### config.mk
export PLATFORM = sky130hd
export DESIGN_NAME = lfsr_clkdiv_top
export DESIGN_NICKNAME = d
export VERILOG_FILES = /design/src/rtl/lfsr_clkdiv_pkg.sv /design/src/rtl/lfsr_reload_div.sv /design/src/rtl/post_div_stage.sv /design/src/rtl/post_divider.sv /design/src/rtl/lfsr_clkdiv_top.sv
export SDC_FILE = /design/constraint.sdc
export NUM_CORES = 1
export LEC_CHECK = 0
export BUFFER_PORTS_ARGS = -buffer_cell sky130_fd_sc_hd__buf_4
export CORE_ASPECT_RATIO = 1.2
export CORE_MARGIN = 1.5
export CORE_UTILIZATION = 40
export DETAILED_ROUTE_END_ITERATION = 7
export SLEW_MARGIN = 30
export SYNTH_ARGS = -nofsm -noshare
export SYNTH_HDL_FRONTEND = slang
export SYNTH_SLANG_ARGS = --single-unit
### constraint.sdc
create_clock -name clk -period 2.12 [get_ports clk]
set_clock_uncertainty 0.15 [all_clocks]
set_input_delay 0.318 -clock clk [delete_from_list [all_inputs] [get_ports clk]]
set_output_delay 0.318 -clock clk [all_outputs]
set_load 0.005 [all_outputs]
### src/rtl/lfsr_clkdiv_pkg.sv
package lfsr_clkdiv_pkg;

    localparam int M_W        = 6;
    localparam int N_W        = 8;
    localparam int CFG_W      = 8;
    localparam int PD_FW      = 3;
    localparam int PD_STAGES  = 2;
    localparam int PD_FACT_W  = PD_FW + 1;

    // Feedback tap masks (inverted parity of these bits enters bit 0).
    localparam logic [M_W-1:0] M_TAPS = 6'b11_0000;
    localparam logic [N_W-1:0] N_TAPS = 8'b1000_1110;

    typedef enum logic [1:0] {
        SEL_M    = 2'd0,
        SEL_N    = 2'd1,
        SEL_POST = 2'd2,
        SEL_NONE = 2'd3
    } cfg_sel_e;

    // First stage field sits in the upper three bits.
    typedef struct packed {
        logic [PD_FW-1:0] f_first;
        logic [PD_FW-1:0] f_second;
    } post_cfg_t;

    localparam post_cfg_t POST_RST = '{f_first: '1, f_second: '1};

    function automatic logic [PD_FACT_W-1:0] field_to_factor(input logic [PD_FW-1:0] f);
        return PD_FACT_W'(8) - {1'b0, f};
    endfunction

endpackage

### src/rtl/lfsr_reload_div.sv
module lfsr_reload_div #(
    parameter int             W          = 6,
    parameter logic [W-1:0]   TAPS       = 6'b11_0000,
    parameter logic [W-1:0]   RST_RELOAD = '1
) (
    input  logic         clk,
    input  logic         rst,
    input  logic         load_en,
    input  logic [W-1:0] load_val,
    output logic         div_o,
    output logic         term_o,
    output logic [W-1:0] state_o,
    output logic [W-1:0] reload_o
);
    localparam logic [W-1:0] TERM = '1;

    logic [W-1:0] state_q;
    logic [W-1:0] reload_q;
    logic [W-1:0] nxt;
    logic         fb;
    logic         out_q;
    logic         at_term;

    assign at_term = (state_q == TERM);

    always_comb begin
        fb = ~^(state_q & TAPS);
        if (state_q == '0)
            nxt = TERM;
        else
            nxt = {state_q[W-2:0], fb};
    end

    always_ff @(posedge clk) begin
        if (rst) begin
            reload_q <= RST_RELOAD;
            state_q  <= TERM;
            out_q    <= 1'b0;
        end else begin
            if (load_en)
                reload_q <= load_val;
            if (at_term) begin
                state_q <= reload_q;
                out_q   <= ~out_q;
            end else begin
                state_q <= nxt;
            end
        end
    end

    assign div_o    = out_q;
    assign term_o   = at_term;
    assign state_o  = state_q;
    assign reload_o = reload_q;
endmodule

### src/rtl/post_div_stage.sv
module post_div_stage #(
    parameter int CW = 3
) (
    input  logic        clk,
    input  logic        rst,
    input  logic        en,
    input  logic [CW:0] factor,
    output logic        tick
);
    logic [CW-1:0] cnt_q;

    assign tick = en && ({1'b0, cnt_q} == (factor - (CW+1)'(1)));

    always_ff @(posedge clk) begin
        if (rst)
            cnt_q <= '0;
        else if (tick)
            cnt_q <= '0;
        else if (en)
            cnt_q <= cnt_q + CW'(1);
    end
endmodule

### src/rtl/post_divider.sv
module post_divider
    import lfsr_clkdiv_pkg::*;
(
    input  logic      clk,
    input  logic      rst,
    input  logic      load_en,
    input  post_cfg_t load_val,
    output logic      div_o,
    output logic      tick_o,
    output post_cfg_t cfg_o,
    output post_cfg_t act_o
);
    post_cfg_t cfg_q;
    post_cfg_t act_q;
    logic      out_q;

    logic [PD_FACT_W-1:0] stage_fact [PD_STAGES];
    logic                 stage_en   [PD_STAGES];
    logic                 stage_tick [PD_STAGES];
    logic                 done;

    assign stage_fact[0] = field_to_factor(act_q.f_first);
    assign stage_fact[1] = field_to_factor(act_q.f_second);

    for (genvar s = 0; s < PD_STAGES; s++) begin : g_stage
        if (s == 0) begin : g_head
            assign stage_en[s] = 1'b1;
        end else begin : g_tail
            assign stage_en[s] = stage_tick[s-1];
        end
        post_div_stage #(.CW(PD_FW)) i_stage (
            .clk    (clk),
            .rst    (rst),
            .en     (stage_en[s]),
            .factor (stage_fact[s]),
            .tick   (stage_tick[s])
        );
    end

    assign done = stage_tick[PD_STAGES-1];

    always_ff @(posedge clk) begin
        if (rst) begin
            cfg_q <= POST_RST;
            act_q <= POST_RST;
            out_q <= 1'b0;
        end else begin
            if (load_en)
                cfg_q <= load_val;
            if (done) begin
                act_q <= cfg_q;
                out_q <= ~out_q;
            end
        end
    end

    assign div_o  = out_q;
    assign tick_o = done;
    assign cfg_o  = cfg_q;
    assign act_o  = act_q;
endmodule

### src/rtl/lfsr_clkdiv_top.sv
module lfsr_clkdiv_top
    import lfsr_clkdiv_pkg::*;
(
    input  logic             clk,
    input  logic             rst,
    input  logic             cfg_we,
    input  logic [1:0]       cfg_sel,
    input  logic [CFG_W-1:0] cfg_wdata,
    output logic             m_clk_o,
    output logic             n_clk_o,
    output logic             post_clk_o
);
    cfg_sel_e sel;
    logic     m_ld, n_ld, p_ld;

    logic           m_term, n_term, post_tick;
    logic [M_W-1:0] m_state, m_reload;
    logic [N_W-1:0] n_state, n_reload;
    post_cfg_t      post_cfg, post_act;

    assign sel  = cfg_sel_e'(cfg_sel);
    assign m_ld = cfg_we && (sel == SEL_M);
    assign n_ld = cfg_we && (sel == SEL_N);
    assign p_ld = cfg_we && (sel == SEL_POST);

    lfsr_reload_div #(.W(M_W), .TAPS(M_TAPS), .RST_RELOAD('1)) i_mdiv (
        .clk      (clk),
        .rst      (rst),
        .load_en  (m_ld),
        .load_val (cfg_wdata[M_W-1:0]),
        .div_o    (m_clk_o),
        .term_o   (m_term),
        .state_o  (m_state),
        .reload_o (m_reload)
    );

    lfsr_reload_div #(.W(N_W), .TAPS(N_TAPS), .RST_RELOAD('1)) i_ndiv (
        .clk      (clk),
        .rst      (rst),
        .load_en  (n_ld),
        .load_val (cfg_wdata[N_W-1:0]),
        .div_o    (n_clk_o),
        .term_o   (n_term),
        .state_o  (n_state),
        .reload_o (n_reload)
    );

    post_divider i_post (
        .clk      (clk),
        .rst      (rst),
        .load_en  (p_ld),
        .load_val (post_cfg_t'(cfg_wdata[2*PD_FW-1:0])),
        .div_o    (post_clk_o),
        .tick_o   (post_tick),
        .cfg_o    (post_cfg),
        .act_o    (post_act)
    );
endmodule

**After elaboration in Yosys (flattened, before gate mapping)**

Cells that the tools add are included.

- Output and inout bits: 3
- Word-level logic and storage cells: 43
- Bits in registers: 49
- Input port bits: 13

- Multiplexer cells: 4
- Add/sub/neg operators: 6
- Reductions and logical operators: 11
- Bitwise gates (word level): 3
- Equality and inequality tests: 6

Operator list:

| kind | count |
|---|---|
| 8-bit 2-to-1 mux | 2 |
| 6-bit 2-to-1 mux | 2 |
| 3-bit by 4-bit equality test with 1-bit output | 2 |
| 8-bit equality test (second input constant) | 1 |
| 8-bit zero test | 1 |
| 8-bit XNOR reduction | 1 |
| 4-bit by 1-bit subtractor with 4-bit output (second input constant) | 2 |
| 4-bit by 3-bit subtractor with 4-bit output (first input constant) | 2 |
| 3-bit by 1-bit adder with 3-bit output (second input constant) | 2 |
| 6-bit equality test (second input constant) | 1 |
| 6-bit zero test | 1 |
| 6-bit XNOR reduction | 1 |
| 1-bit logical AND | 4 |
| 2-bit OR reduction | 2 |
| 1-bit NOT | 3 |
| 2-bit by 1-bit equality test with 1-bit output (second input constant) | 1 |
| 2-bit equality test (second input constant) | 1 |
| 2-bit zero test | 1 |

**Logic depth before layout (Yosys ltp)**

- Depth after elaboration: 5
- Mapped depth: 6
- Depth with buffers taken out: 6

**Modules after synthesis**

Synthesis repeated with hierarchy kept, for this count alone.

- Cells, all modules: 231
- Area total of the unflattened synthesis: 2297.2 µm²

Modules (own cells, without submodules):

| module | cells each | times used | area each (µm²) | sequential area each (µm²) |
|---|---|---|---|---|
| lfsr_reload_div (i_ndiv) | 70 | 1 | 706.9 | 340.3 |
| lfsr_reload_div (i_mdiv) | 58 | 1 | 563.0 | 260.2 |
| post_divider | 56 | 1 | 544.3 | 260.2 |
| post_div_stage | 22 | 2 | 226.5 | 60.1 |
| lfsr_clkdiv_top | 3 | 1 | 30.0 | 0.0 |

**Least setup slack after synthesis**

Ideal clock, no wire load.

- Path kind: register -> register
- From: reg i_post.g_stage[0].i_stage.cnt_q[1]
- To: reg i_post.out_q, in the netlist i_post.div_o
- Setup time: 0.123 ns
- Clock period less this slack: 1.630 ns
- Required time: 1.847 ns
- Data arrival time: 1.357 ns
- Stages on the path, launching flop included: 6
- Slack: 0.490 ns
- Path buffers: 1
- Cell sequence: dfxtp_1 -> xnor2_1 -> nor3_4 -> and2b_1 -> buf_6 -> mux2_1

- Longest elaborated chain between the ends: 2

Ends and longest elaborated chain:

| item | RTL line | RTL |
|---|---|---|
| from (decl) | post_div_stage.sv:10 | `logic [CW-1:0] cnt_q;` |
| from (signal assigned) | post_div_stage.sv:20 | `cnt_q <= cnt_q + CW'(1);` |
| 3-bit by 4-bit equality test with 1-bit output | post_div_stage.sv:12 | `assign tick = en && ({1'b0, cnt_q} == (factor - (CW+1)'(1)));` |
| 1-bit logical AND | post_div_stage.sv:12 |  |
| to (signal assigned) | post_divider.sv:52 | `out_q <= ~out_q;` |
| to (decl) | post_divider.sv:15 | `logic out_q;` |

No other way between the ends.
A chain may end at the register's enable or synchronous reset.

**Worst setup path after layout**

- From: reg i_post.act_q, in the netlist i_post.act_o[3]
- To: reg i_post.act_q, in the netlist i_post.act_o[3]

- Longest elaborated chain between the ends: 4

Ends and longest elaborated chain:

| item | RTL line | RTL |
|---|---|---|
| from (decl) | post_divider.sv:14 | `post_cfg_t act_q;` |
| from (signal assigned) | post_divider.sv:51 | `act_q <= cfg_q;` |
| 4-bit by 3-bit subtractor with 4-bit output | lfsr_clkdiv_pkg.sv:30 | `return PD_FACT_W'(8) - {1'b0, f};` |
| 4-bit by 1-bit subtractor with 4-bit output | post_div_stage.sv:12 |  |
| 3-bit by 4-bit equality test with 1-bit output | post_div_stage.sv:12 |  |
| 1-bit logical AND | post_div_stage.sv:12 |  |

No other way between the ends.

==> flow_summary.json <==
{
  "relSlewSlack_pct": 65.8,
  "drive_above_1_share_pct": 11.4,
  "yosys_warnings": 0,
  "dp.cells": 290,
  "drt_iter0_markers": 49,
  "start_util_pct": 41.9,
  "critPathMaxFanout": 10,
  "min_path_type": "in2reg",
  "firstDrtPassIters": 4,
  "slew_violations": 0,
  "die-area_sq_um": 5610,
  "finalPower_mw": 2.30,
  "yosysSeqAreaShare_pct": 47.4,
  "placed_area_sq_um": 2220,
  "hpwlAfterDp_microns": 2630,
  "switching_share_pct": 30.1,
  "cts_resized": 0,
  "p_leak_nw": 1.01,
  "grt_pass1_vias": 1413,
  "clkLatencyLatePin_ns": 0.30,
  "fin_crit_sh_pct": 79.3,
  "grt.total_usage_pct": 15.6,
  "min_period_ns": 1.68,
  "max_freq_mhz": 595,
  "synth_enable_flop_cells": 0,
  "rsz0062_at_grt": "no",
  "nets": 256,
  "crit_chain": "xnor2_1 -> nor3_4 -> and2b_1 -> buf_4 -> mux2i_1",
  "start_kind": "flop",
  "critPathSlowestCell": "nor3_4",
  "multi_input_area_sq_um": 996,
  "p_seq_share_pct": 48.0,
  "cp-end-kind": "flop",
  "wirelength_microns": 3820,
  "dieWidth_microns": 68.6,
  "vias_per_cell": 4.95,
  "p_clk_share_pct": 23.8,
  "p_per_area_nw_per_um2": 997,
  "crit_buf_inv": 1,
  "slowest_delay_ns": 0.36,
  "ff_latch_area_sq_um": 981,
  "final_hold_viol_count": 0,
  "status": "finished, final reports clean",
  "final_area_sq_um": 2310,
  "ant_nets": 0,
  "grt_max_degree": 58,
  "io_pins": 16,
  "path_class": "reg2reg",
  "nFillCells": 479,
  "irDropWorstVdd_mv": 0.801,
  "vias": 1471,
  "async_flop_share_pct": 0,
  "p_comb_share_pct": 28.3,
  "ctsHoldBuffers": 0,
  "cts_setup_buffers": 0,
  "cts_sinks": 49,
  "num_rows": 28,
  "syn_area_per_cell_sq_um": 9.23,
  "crit_arrival_ns": 1.76,
  "cts_made_buffers": 5,
  "p_switching_mw": 0.692,
  "area_delta_synth_final_pct": 11.7,
  "tritoncts": "yes",
  "setup_viol": 0,
  "synth_cell_type_count": 35,
  "antenna_found_initial": 0,
  "grt_overflow": 0,
  "ys_ff_latch": 49,
  "crit_family": "simple AND/OR/NAND/NOR gates",
  "gp_congestion": 0.750,
  "fin_cells": 297,
  "antennaDiodeCount": 0,
  "wl_per_cell_microns": 12.8,
  "drc": 0,
  "syn_nets": 243,
  "numPortBuffers": 15,
  "yosys_most_used_dff": "dfxtp_1",
  "clock_path_buffers": 2,
  "path_clk_slew_ns": 0.08,
  "die_y_microns": 81.8,
  "cts_root_buf": "clkbuf_8",
  "worstPathRequired_ns": 2.19,
  "grt_pass1_wl_microns": 6550,
  "core_area_sq_um": 4940,
  "htreeDepth": 2,
  "synth_area_sq_um": 2070,
  "worstMarginPinSlew_ns": 0.513,
  "syn_inst": 224,
  "fin_tns_setup_ns": 0,
  "p_int_mw": 1.61,
  "drv_cap": 0
}
stage by stage:
stage / worst slack, ns / util (%) / hold slack, ns
3_5_place_dp: 0.453 / 45.0 / 0.301
3_3_place_gp: 0.534 / 45.0 / 0.294
4_1_cts: 0.435 / 46.8 / 0.0888
2_1_floorplan: 0.490 / - / 0.286
5_1_grt: 0.317 / 46.8 / 0.0967
6_report: 0.438 / 46.8 / 0.0876
synthesized netlist by cell type (6+ instances only):
master | n | share of area [%]
dfxtp_1 | 49 | 47
nor2_1 | 28 | 5.1
nand2_1 | 17 | 3.1
a211o_1 | 12 | 5.1
nand2b_1 | 12 | 3.6
nand3b_1 | 11 | 4.0
clkbuf_1 | 10 | 1.8
inv_1 | 10 | 1.8
o22ai_1 | 9 | 2.7
nor2b_1 | 8 | 2.4
ha_1 | 6 | 3.6
mux2i_1 | 6 | 2.9
xnor2_1 | 6 | 2.5
layout make-up:
cell class / instances / area share, %
repair buffers: 18 / 5.85
inverters: 10 / 1.62
well taps: 60 / 3.25
flip-flops and latches: 49 / 42.4
multi-input cells: 153 / 43.1
clock buffers: 7 / 3.74
layout by cell type (no fill, tap or decap), types with 4 or more instances in the layout:
cell type,synthesis,layout
nor2_1,28,28
clkbuf_8,0,6
nand3_1,5,5
inv_1,10,10
o21bai_1,4,4
nand2_1,17,17
buf_4,0,18
dfxtp_1,49,49
nor3_1,5,5
xnor2_1,6,6
ha_1,6,6
nor2b_1,8,8
a211o_1,12,12
nand2b_1,12,12
nand3b_1,11,11
o22ai_1,9,9
xor2_1,5,5
mux2i_1,6,6
final timing paths:
path	to	cells after the start	start	slack, ns
worst max-delay path	i_post.act_o[3]	5	i_post.act_o[3]	0.44
worst min-delay path	i_ndiv.reload_o[7]	3	cfg_wdata[7]	0.09
worst max register to register	i_post.act_o[3]	5	i_post.act_o[3]	0.44
worst min register to register	i_post.cfg_o[5]	1	i_post.cfg_o[5]	0.32
registers in the layout (all words and copies together), names as in the netlist:
signal	flops
i_mdiv.reload_o	6
i_post.g_stage.i_stage.cnt_q	6
i_mdiv.state_o	6
i_ndiv.state_o	8
i_ndiv.div_o	1
i_post.div_o	1
i_post.act_o	6
i_ndiv.reload_o	8
i_mdiv.div_o	1
i_post.cfg_o	6
logic make-up (layout without fill, tap and decap cells):
| kind of cell | count (synthesis) | in the layout | synth area share [%] |
|---|---|---|---|
| AOI/OAI and AO/OA | 30 | 30 | 10.8 |
| xor gates and xnor gates | 11 | 11 | 4.66 |
| adders and majority gates | 6 | 6 | 3.63 |
| buffers and inverters | 22 | 35 | 4.42 |
| DFF | 49 | 49 | 47.4 |
| muxes | 7 | 7 | 3.45 |
| and+or+nand+nor | 99 | 99 | 25.6 |
power groups by stage:
stage | registers, mW | logic [mW] | clock network (mW)
after CTS | 1.11 | 0.658 | 0.558
after floorplan | 1.11 | 0.528 | 0
final | 1.10 | 0.651 | 0.547
after global placement | 1.13 | 0.650 | 0
after global routing | 1.12 | 0.730 | 0.598
after detailed placement | 1.13 | 0.652 | 0
worst reg2reg max path, cell delays in order, from the launching register on:
cell     delay (ns)
dfxtp_1        0.34
xnor2_1        0.17
nor3_4         0.36
and2b_1        0.21
buf_4          0.18
mux2i_1        0.21
routing by layer:
metal / up-vias / GRT usage, % / wire length (microns)
met1: 667 / 20.3 / 1930
met5: - / 0 / 0
met4: 0 / 6.60 / 61
met2: 18 / 24.8 / 1720
li1: 781 / - / -
met3: 5 / 2.88 / 104
No activity file was read; power rests on OpenSTA's default activity.
